**config.mk**
```make
export PLATFORM = sky130hd
export DESIGN_NAME = can_ctl_core
export DESIGN_NICKNAME = d
export VERILOG_FILES = /design/src/rtl/can_ctl_pkg.sv /design/src/rtl/can_ctl_regbus.sv /design/src/rtl/can_ctl_mode.sv /design/src/rtl/can_ctl_cmd.sv /design/src/rtl/can_ctl_stat.sv /design/src/rtl/can_ctl_core.sv
export SDC_FILE = /design/constraint.sdc
export NUM_CORES = 1
export LEC_CHECK = 0
export BUFFER_PORTS_ARGS = -buffer_cell sky130_fd_sc_hd__buf_2
export CORE_AREA = 2 2 85 87
export DETAILED_ROUTE_END_ITERATION = 10
export DIE_AREA = 0 0 87 89
export PLACE_DENSITY = 0.45
export SLEW_MARGIN = 20
export SYNTH_ARGS = -nofsm -noshare
export SYNTH_HDL_FRONTEND = slang
export SYNTH_SLANG_ARGS = --single-unit
```
**constraint.sdc**
```tcl
create_clock -name clk -period 4.6 [get_ports clk]
set_input_delay 0.69 -clock clk [delete_from_list [all_inputs] [get_ports clk]]
set_output_delay 0.69 -clock clk [all_outputs]
set_load 0.05 [all_outputs]
```
**src/rtl/can_ctl_pkg.sv**
```systemverilog
package can_ctl_pkg;
  localparam int ADDR_W = 5;
  localparam int DATA_W = 8;
  localparam int MODE_W = 5;

  typedef logic [ADDR_W-1:0] reg_addr_t;

  localparam reg_addr_t A_MODE = 5'h00;
  localparam reg_addr_t A_CMD  = 5'h01;
  localparam reg_addr_t A_STAT = 5'h02;
  localparam reg_addr_t A_INT  = 5'h03;
  localparam reg_addr_t A_IEN  = 5'h04;
  localparam reg_addr_t A_TXB0 = 5'h10;

  localparam int ST_RXBUF  = 0;
  localparam int ST_OVR    = 1;
  localparam int ST_TXCMP  = 2;
  localparam int ST_TXBUF  = 3;
  localparam int ST_RXACT  = 4;
  localparam int ST_TXACT  = 5;

  localparam int IR_RX  = 0;
  localparam int IR_TX  = 1;
  localparam int IR_OVR = 3;

  localparam logic [DATA_W-1:0] STAT_RST = 8'h3C;
  localparam logic [MODE_W-1:0] MODE_RST = 5'h01;

  typedef struct packed {
    logic tx;
    logic rel;
    logic clr;
  } cmd_t;
endpackage

```
**src/rtl/can_ctl_regbus.sv**
```systemverilog
module can_ctl_regbus
  import can_ctl_pkg::*;
(
  input  logic              clk,
  input  logic              rst_n,
  input  logic              wr_en,
  input  logic              rd_en,
  input  reg_addr_t         addr,
  input  logic [MODE_W-1:0] mode,
  input  logic [DATA_W-1:0] stat,
  input  logic [DATA_W-1:0] ireg,
  input  logic [DATA_W-1:0] ien,
  output logic              wr_mode,
  output logic              wr_cmd,
  output logic              wr_ien,
  output logic              wr_txb0,
  output logic              rd_int,
  output logic [DATA_W-1:0] rdata
);
  logic [DATA_W-1:0] rd_mux;

  assign wr_mode = wr_en && (addr == A_MODE);
  assign wr_cmd  = wr_en && (addr == A_CMD);
  assign wr_ien  = wr_en && (addr == A_IEN);
  assign wr_txb0 = wr_en && (addr == A_TXB0);
  assign rd_int  = rd_en && (addr == A_INT);

  always_comb begin
    case (addr)
      A_MODE:  rd_mux = DATA_W'(mode);
      A_STAT:  rd_mux = stat;
      A_INT:   rd_mux = ireg;
      A_IEN:   rd_mux = ien;
      default: rd_mux = '0;
    endcase
  end

  always_ff @(posedge clk) begin
    if (!rst_n)     rdata <= '0;
    else if (rd_en) rdata <= rd_mux;
  end

  p_cmd_reads_zero_r7: assert property (@(posedge clk) disable iff (!rst_n)
    (rd_en && addr == A_CMD) |=> (rdata == '0));
endmodule

```
**src/rtl/can_ctl_mode.sv**
```systemverilog
module can_ctl_mode
  import can_ctl_pkg::*;
(
  input  logic              clk,
  input  logic              rst_n,
  input  logic              wr_mode,
  input  logic              wr_ien,
  input  logic [DATA_W-1:0] wdata,
  output logic [MODE_W-1:0] mode,
  output logic [DATA_W-1:0] ien,
  output logic              leave_rst,
  output logic              op_enter
);
  assign leave_rst = wr_mode && mode[0] && !wdata[0];

  always_ff @(posedge clk) begin
    if (!rst_n) begin
      mode     <= MODE_RST;
      ien      <= '0;
      op_enter <= 1'b0;
    end else begin
      if (wr_mode) mode <= wdata[MODE_W-1:0];
      if (wr_ien)  ien  <= wdata;
      op_enter <= leave_rst;
    end
  end
endmodule

```
**src/rtl/can_ctl_cmd.sv**
```systemverilog
module can_ctl_cmd
  import can_ctl_pkg::*;
(
  input  logic       clk,
  input  logic       rst_n,
  input  logic       wr_cmd,
  input  logic [2:0] cmd_bits,
  output cmd_t       cmd,
  output logic       tx_req
);
  // cmd_bits = {clear-overrun, release, transmit}
  assign cmd.tx  = wr_cmd && cmd_bits[0];
  assign cmd.rel = wr_cmd && cmd_bits[1];
  assign cmd.clr = wr_cmd && cmd_bits[2];

  always_ff @(posedge clk) begin
    if (!rst_n) tx_req <= 1'b0;
    else        tx_req <= cmd.tx;
  end
endmodule

```
**src/rtl/can_ctl_stat.sv**
```systemverilog
module can_ctl_stat
  import can_ctl_pkg::*;
#(
  parameter int MSG_CNT_W = 6
) (
  input  logic              clk,
  input  logic              rst_n,
  input  cmd_t              cmd,
  input  logic              rd_int,
  input  logic              wr_txb0,
  input  logic              op_mode,
  input  logic              leave_rst,
  input  logic              tx_done,
  input  logic              rx_begin,
  input  logic              rx_stored,
  input  logic              rx_overrun,
  input  logic              rx_reject,
  output logic [DATA_W-1:0] stat,
  output logic [DATA_W-1:0] ireg,
  output logic              rx_release
);
  localparam logic [MSG_CNT_W-1:0] CNT_MAX = '1;

  logic [MSG_CNT_W-1:0] cnt, cnt_n;
  logic [DATA_W-1:0]    st_n, ir_n;
  logic                 rel_ok;

  assign rel_ok = cmd.rel && (cnt != '0);

  always_comb begin
    cnt_n = cnt;
    if (rel_ok)                         cnt_n = cnt_n - 1'b1;
    if (leave_rst)                      cnt_n = '0;
    if (rx_stored && cnt_n != CNT_MAX)  cnt_n = cnt_n + 1'b1;
  end

  always_comb begin
    st_n = stat;
    ir_n = rd_int ? '0 : ireg;
    // command order: transmit, release (via count), clear-overrun
    if (cmd.tx) begin
      st_n[ST_TXBUF] = 1'b0;
      st_n[ST_TXCMP] = 1'b0;
    end
    if (cmd.clr) begin
      st_n[ST_OVR] = 1'b0;
      ir_n[IR_OVR] = 1'b0;
    end
    if (wr_txb0 && op_mode) st_n[ST_TXACT] = 1'b1;
    if (tx_done) begin
      st_n[ST_TXBUF] = 1'b1;
      st_n[ST_TXCMP] = 1'b1;
      st_n[ST_TXACT] = 1'b0;
      ir_n[IR_TX]    = 1'b1;
    end
    if (rx_overrun) begin
      st_n[ST_OVR] = 1'b1;
      ir_n[IR_OVR] = 1'b1;
    end
    if (rx_begin) st_n[ST_RXACT] = 1'b1;
    if (rx_stored || rx_overrun || rx_reject) st_n[ST_RXACT] = 1'b0;
    if (rx_stored) ir_n[IR_RX] = 1'b1;
    if (cnt_n == '0)  ir_n[IR_RX] = 1'b0;
    else if (rd_int)  ir_n[IR_RX] = 1'b1;
    st_n[ST_RXBUF] = (cnt_n != '0);
    st_n[DATA_W-1:ST_TXACT+1] = '0;
  end

  always_ff @(posedge clk) begin
    if (!rst_n) begin
      stat       <= STAT_RST;
      ireg       <= '0;
      cnt        <= '0;
      rx_release <= 1'b0;
    end else begin
      stat       <= st_n;
      ireg       <= ir_n;
      cnt        <= cnt_n;
      rx_release <= rel_ok;
    end
  end

  p_tx_clears_cmp_r3: assert property (@(posedge clk) disable iff (!rst_n)
    (cmd.tx && !tx_done) |=> (stat[ST_TXBUF:ST_TXCMP] == 2'b00));
  p_tx_done_r3: assert property (@(posedge clk) disable iff (!rst_n)
    tx_done |=> (stat[ST_TXBUF:ST_TXCMP] == 2'b11 && ireg[IR_TX] && !stat[ST_TXACT]));
  p_ovr_clear_r5: assert property (@(posedge clk) disable iff (!rst_n)
    (cmd.clr && !rx_overrun) |=> (!stat[ST_OVR] && !ireg[IR_OVR]));
  p_ovr_set_r6: assert property (@(posedge clk) disable iff (!rst_n)
    rx_overrun |=> (stat[ST_OVR] && ireg[IR_OVR]));
  p_rx_outcome_r6: assert property (@(posedge clk) disable iff (!rst_n)
    (rx_stored || rx_reject || rx_overrun) |=> !stat[ST_RXACT]);
endmodule

```
**src/rtl/can_ctl_core.sv**
```systemverilog
module can_ctl_core
  import can_ctl_pkg::*;
#(
  parameter int MSG_CNT_W = 6
) (
  input  logic              clk,
  input  logic              rst_n,
  input  logic              wr_en,
  input  logic              rd_en,
  input  logic [ADDR_W-1:0] addr,
  input  logic [DATA_W-1:0] wdata,
  output logic [DATA_W-1:0] rdata,
  output logic              irq,
  output logic [MODE_W-1:0] mode,
  output logic              tx_req,
  input  logic              tx_done,
  input  logic              rx_begin,
  input  logic              rx_stored,
  input  logic              rx_overrun,
  input  logic              rx_reject,
  output logic              rx_release,
  output logic              op_enter
);
  logic              wr_mode, wr_cmd, wr_ien, wr_txb0, rd_int, leave_rst;
  logic [DATA_W-1:0] stat, ireg, ien;
  cmd_t              cmd;

  can_ctl_regbus u_bus (
    .clk(clk), .rst_n(rst_n), .wr_en(wr_en), .rd_en(rd_en), .addr(addr),
    .mode(mode), .stat(stat), .ireg(ireg), .ien(ien),
    .wr_mode(wr_mode), .wr_cmd(wr_cmd), .wr_ien(wr_ien), .wr_txb0(wr_txb0),
    .rd_int(rd_int), .rdata(rdata)
  );

  can_ctl_mode u_mode (
    .clk(clk), .rst_n(rst_n), .wr_mode(wr_mode), .wr_ien(wr_ien),
    .wdata(wdata), .mode(mode), .ien(ien), .leave_rst(leave_rst),
    .op_enter(op_enter)
  );

  can_ctl_cmd u_cmd (
    .clk(clk), .rst_n(rst_n), .wr_cmd(wr_cmd),
    .cmd_bits({wdata[3], wdata[2], wdata[0]}), .cmd(cmd), .tx_req(tx_req)
  );

  can_ctl_stat #(.MSG_CNT_W(MSG_CNT_W)) u_stat (
    .clk(clk), .rst_n(rst_n), .cmd(cmd), .rd_int(rd_int), .wr_txb0(wr_txb0),
    .op_mode(!mode[0]), .leave_rst(leave_rst), .tx_done(tx_done),
    .rx_begin(rx_begin), .rx_stored(rx_stored), .rx_overrun(rx_overrun),
    .rx_reject(rx_reject), .stat(stat), .ireg(ireg), .rx_release(rx_release)
  );

  assign irq = |(ien & ireg);

  p_irq_gated_r2: assert property (@(posedge clk) disable iff (!rst_n)
    (ien == '0) |-> !irq);
  p_enter_drops_rx_r9: assert property (@(posedge clk) disable iff (!rst_n)
    (op_enter && !$past(rx_stored)) |-> !ireg[IR_RX]);
endmodule

```
After elaboration in Yosys (flattened, before gate mapping)
Index checks and enable logic that the tools add are counted.
{"block": "totals", "regBits": 41, "latchBits": 0, "ram_bits": 0, "rom_bits": 0, "input_bits": 22, "output_inout_bits": 17, "word_cells": 72, "n_memories": 0}
{"block": "classes", "n_addsub": 2, "n_mul": 0, "div_mod_pow": 0, "n_lt_le_gt_ge": 0, "eq_ne": 6, "shifts": 0, "mux": 16, "bitwise": 2, "n_reduce_logical": 30}
{"op": "case mux 8 bit (4 select lines)", "count": 1}
{"op": "two-way mux 6 bit", "count": 3}
{"op": "logical AND 1 bit", "count": 13}
{"op": "nonzero test 6 bit", "count": 2}
{"op": "two-way mux 1 bit", "count": 11}
{"op": "equality test 5 x 2 -> 1 bit, second input constant", "count": 2}
{"op": "nonzero test 2 bit", "count": 5}
{"op": "AND 8 x 4 -> 8 bit", "count": 1}
{"op": "OR reduction 8 bit", "count": 1}
{"op": "adder 6 x 1 -> 6 bit, second input constant", "count": 1}
{"op": "zero test 6 bit", "count": 1}
{"op": "inequality test 6 bit, second input constant", "count": 1}
{"op": "subtractor 6 x 1 -> 6 bit, second input constant", "count": 1}
{"op": "equality test 5 x 1 -> 1 bit, second input constant", "count": 1}
{"op": "equality test 5 x 3 -> 1 bit, second input constant", "count": 1}
{"op": "equality test 5 bit, second input constant", "count": 1}
{"op": "zero test 5 bit", "count": 1}
{"op": "two-way mux 4 bit", "count": 1}
{"op": "OR reduction 2 bit", "count": 2}
{"op": "nonzero test 3 bit", "count": 1}
{"op": "zero test 1 bit", "count": 2}
{"op": "logical OR 1 bit", "count": 2}
{"op": "NOT 1 bit", "count": 1}

Longest topological paths before layout
{"block": "logic_depth", "ltp_word": 11, "depth_mapped": 14, "mapped_depth_nobuf": 13}

By module
Synthesis repeated with hierarchy kept, for this count alone.
{"block": "hier_totals", "cells_unflattened": 255, "hier_area_um2": 2342.2}
{"mod": "can_ctl_stat", "instances": 1, "cells_per_inst": 123, "area_per_inst_um2": 1014.7, "seq_area_each_um2": 300.3}
{"mod": "can_ctl_regbus", "instances": 1, "cells_per_inst": 76, "area_per_inst_um2": 708.2, "seq_area_each_um2": 160.2}
{"mod": "can_ctl_mode", "instances": 1, "cells_per_inst": 45, "area_per_inst_um2": 530.5, "seq_area_each_um2": 280.3}
{"mod": "can_ctl_cmd", "instances": 1, "cells_per_inst": 5, "area_per_inst_um2": 48.8, "seq_area_each_um2": 20.0}
{"mod": "can_ctl_core", "instances": 1, "cells_per_inst": 6, "area_per_inst_um2": 40.0, "seq_area_each_um2": 0.0}

Worst setup path before layout
Ideal clock, no wire load.
{"block": "synth_path", "kind": "input -> register", "from": "in wr_en", "to": "reg u_stat.ireg[0]", "setup_ps": 133, "arrival_ps": 3552, "required_ps": 4467, "slack_ps": 915, "stages": 13, "path_buffers": 2, "path_cell_list": "buf_4 or4b_1 buf_6 a2111oi_4 nor2_1 a211oi_1 ha_1 nand2_1 mux2_2 nor4b_2 nand2b_2 mux2i_1 a311oi_1"}
{"block": "synth_between", "elab_chain_cells": 10, "elab_cells_between_ends": 14, "classes_between": "add/sub (1); eq/ne (1); mux (3); reduce/logical (9)"}
{"element": "start: declaration", "line": "can_ctl_core.sv:8", "source": "input logic wr_en,"}
{"element": "logical AND 1 bit", "line": "can_ctl_regbus.sv:23", "source": "assign wr_cmd = wr_en && (addr == A_CMD);"}
{"element": "logical AND 1 bit", "line": "can_ctl_cmd.sv:13", "source": "assign cmd.rel = wr_cmd && cmd_bits[1];"}
{"element": "logical AND 1 bit", "line": "can_ctl_stat.sv:28", "source": "assign rel_ok = cmd.rel && (cnt != '0);"}
{"element": "two-way mux 6 bit", "line": "can_ctl_stat.sv:32", "source": "if (rel_ok) cnt_n = cnt_n - 1'b1;"}
{"element": "two-way mux 6 bit (*)", "line": "can_ctl_stat.sv:33", "source": "if (leave_rst) cnt_n = '0;"}
{"element": "branches (longest 2 deep; another with adder 6 x 1 -> 6 bit)"}
{"element": "two-way mux 6 bit (*)", "line": "can_ctl_stat.sv:34", "source": "if (rx_stored && cnt_n != CNT_MAX) cnt_n = cnt_n + 1'b1;"}
{"element": "zero test 6 bit (*)", "line": "can_ctl_stat.sv:63", "source": "if (cnt_n == '0) ir_n[IR_RX] = 1'b0;"}
{"element": "OR reduction 2 bit (no line) (*)"}
{"element": "end signal: assignment", "line": "can_ctl_stat.sv:77", "source": "ireg <= ir_n;"}
{"element": "end: declaration", "line": "can_ctl_stat.sv:19", "source": "output logic [DATA_W-1:0] ireg,"}
Every way passes the cells marked *.
A chain may end at the register's enable or synchronous reset.

Worst setup path in the final report
{"block": "layout_path", "from": "in wr_en", "to": "reg u_stat.stat[0]"}
{"block": "layout_between", "elab_chain_cells": 9, "elab_cells_between_ends": 13, "classes_between": "add/sub (1); eq/ne (1); mux (3); reduce/logical (8)"}
{"element": "logical AND 1 bit", "line": "can_ctl_regbus.sv:23"}
{"element": "logical AND 1 bit", "line": "can_ctl_cmd.sv:13"}
{"element": "logical AND 1 bit", "line": "can_ctl_stat.sv:28"}
{"element": "two-way mux 6 bit", "line": "can_ctl_stat.sv:32"}
{"element": "two-way mux 6 bit (*)", "line": "can_ctl_stat.sv:33"}
{"element": "branches (longest 2 deep; another with adder 6 x 1 -> 6 bit)"}
{"element": "two-way mux 6 bit (*)", "line": "can_ctl_stat.sv:34"}
{"element": "nonzero test 6 bit (*)", "line": "can_ctl_stat.sv:65", "source": "st_n[ST_RXBUF] = (cnt_n != '0);"}
{"element": "end signal: assignment", "line": "can_ctl_stat.sv:76", "source": "stat <= st_n;"}
{"element": "end: declaration", "line": "can_ctl_stat.sv:18", "source": "output logic [DATA_W-1:0] stat,"}
Marked as above.

==> impl_metrics.toml <==
[run_status]
outcome = "completed"

[logic_synthesis]
syn_inst = 233
synthFlopType = "dfxtp_1"
synth_cell_type_count = 52
yosysWarnings = 0
synth_edf_count = 0
synthArstFlopShare_pct = 0
ys_seq_area_share_pct = 38.2
syn_area_per_cell_um2 = 8.54
synth_area_mm2 = 0.00199
syn-num-nets = 258
synth_seq_cells = 38

[worst_setup_path]
crit_slowest_cell = "a2111oi_4"
required_ns = 4.73
end_kind = "flop"
arrival_ns = 3.91
path_cells = "buf_2 -> or4b_1 -> a2111oi_4 -> nor2_1 -> a211oi_1 -> ha_1 -> nand2_1 -> mux2_2 -> nor4b_2 -> nand2b_2 -> mux2i_1 -> a31oi_1"
rrSetupSlack_ns = 0.94
r2r_cells = 14
path_class = "in2reg"
setup.worst_path.start_class = "input port"
path_max_fanout = 10
max_stage_delay_ns = 0.57

[drt]
first_pass_iters = 5
post_drt_wl_per_cell_um = 16.1
drc_errors = 0
vias = 1809
vias_per_cell = 5.11
final_antenna_net_count = 0
drt_iter0_drc = 67
drt_wl_total_um = 5690

[power]
pwr_density_cell_mw_per_mm2 = 286
p_leak_nw = 0.909
peakVddDrop_uv = 114

[die]
rows = 30
die_area_mm2 = 0.00774
die_y_um = 89
fp.dieW_um = 87
fp.coreArea_mm2 = 0.00672
initial_core_util_pct = 29.6
ioPinCount = 39

[cts]
clk_pin_slew_worst_paths_ns = 0.08
cts_tree = "done"
cts_setup_buffers = 0
worstSkewPairLatency_ns = 0.29
cts_root_buf = "clkbuf_8"
htreeDepth = 2
clk_path_buf_depth = 2
clock_sinks = 38
numCtsBuffers = 5
holdBufCountCts = 0
post_cts_resized = 0

[worst_hold_path]
hold_class = "reg2reg"
min_path_cells = 2

[global_route]
grt_pass1_wl_um = 9390
grt_max_degree = 32
antenna_found_initial = 0
overflow = 0
grt_pass1_vias = 1799
track_usage_pct = 15.8

[sta]
maxSlewViolCount = 0
setup_viol = 0
slew_headroom_pct = 36.6
fin_crit_sh_pct = 82.3
rsz0062_at_grt = "false"
hold_viol_final = 0
clock.fmax_ghz = 0.264
min_period_ns = 3.79
whs_ns = 0.462
skew_ns = 0.00852
tightest_slew_ns = 0.951
tns_ns = 0

[final_layout]
area_growth_pct = 18.6
diodes = 0
drive_gt1_share_pct = 24.1
finalNetCount = 298

[placed_design]
dp_hpwl_um = 4210
port_buffers = 38
finalWeightedCongestion = 0.817

[run]
max_cap_viol_count = 0
-- cell families after synthesis --
logic type               after synthesis  share of synthesized area, %
flip-flops                            38                          38.2
buffers and inverters                 17                          3.77
adder cells (fa/ha/maj)                3                          1.89
multiplexers                          10                          6.03
AO/OA/AOI/OAI                         50                          18.4
XOR/XNOR                               5                          2.20
AND/OR/NAND/NOR                      110                          29.5
-- synth_stat cells (4+ instances only) --
library cell	number	area (um^2)
a21oi_1	28	140
a222oi_1	5	50.1
and3_1	4	25.0
clkbuf_1	8	30.0
dfxtp_1	38	761
inv_1	7	26.3
mux2i_1	5	50.1
nand2_1	31	116
nand3_1	16	80.1
nor2_1	29	109
xor2_1	4	35.0
-- sequential cells by signal, indices dropped and copies added, names as in the netlist --
signal             count
u_bus.rdata            8
u_mode.ien             8
u_stat.cnt             6
u_mode.mode            5
u_stat.stat            5
u_stat.ireg            3
u_cmd.tx_req           1
u_mode.op_enter        1
u_stat.rx_release      1
-- placed cells by master (no fill, tap or decap), types with 3 or more instances in the layout --
master and n:
inv_1 7, mux2i_1 5, and3_1 4, nor2_1 29
clkbuf_8 6, dfxtp_1 38, buf_2 38, ha_1 3
a222oi_1 5, nand3_1 16, xor2_1 4, nor3b_1 3
nand2_1 31, buf_4 5, nor3_1 3, a211oi_1 3
a21oi_1 28
-- layout make-up --
class	instances	area [um^2]
Timing Repair Buffer	43	228
Sequential cell	38	761
Multi-Input combinational cell	178	1150
Tap cell	80	100
Clock buffer	7	86.3
Inverter	7	26.3
Fill cell	729	4360
Clock inverter	1	5.00
-- where the power goes --
| part | switching, mW | internal, mW |
|---|---|---|
| clock network | 0.120 | 0.121 |
| logic | 0.0546 | 0.0332 |
| registers | 0.00808 | 0.337 |
| total | 0.183 | 0.491 |
-- stage by stage --
| step | std cells | power [mW] | area, um^2 | utilization [%] | setup WS [ns] |
|---|---|---|---|---|---|
| after floorplan | 233 | 0.407 | 1990 | - | 0.915 |
| after detailed placement | 346 | 0.441 | 2270 | 33.8 | 0.484 |
| final | 354 | 0.674 | 2360 | 35.1 | 0.815 |
| after CTS | 354 | 0.683 | 2360 | 35.1 | 0.796 |
| after global routing | 354 | 0.709 | 2360 | 35.1 | 0.320 |
| after global placement | 346 | 0.442 | 2270 | 33.8 | 0.558 |
-- per-layer routing --
metal,wire length [um],share of wire (%),global-route usage (%),vias to the layer above
met2,2760,48,26.6,35
met5,0,0,0,-
met1,2640,46,20.8,845
met4,70,1.2,5.54,0
met3,226,4.0,2.22,6
li1,-,-,-,923
-- worst paths after layout --
| kind | start | endpoint |
|---|---|---|
| hold reg to reg | u_mode.ien[5] | u_mode.ien[5] |
| hold / removal | u_mode.ien[5] | u_mode.ien[5] |
| setup reg to reg | u_stat.cnt[0] | u_stat.stat[0] |
| setup / recovery | wr_en | u_stat.stat[0] |
-- critical path: cells and delay by family --
kind	cells	cell delay, ns
adders and majority gates	1	0.28
buffers and inverters	1	0.20
AOI/OAI and AO/OA	3	0.96
muxes	2	0.54
and+or+nand+nor	5	1.22
Power figures use the tool's default switching activity.
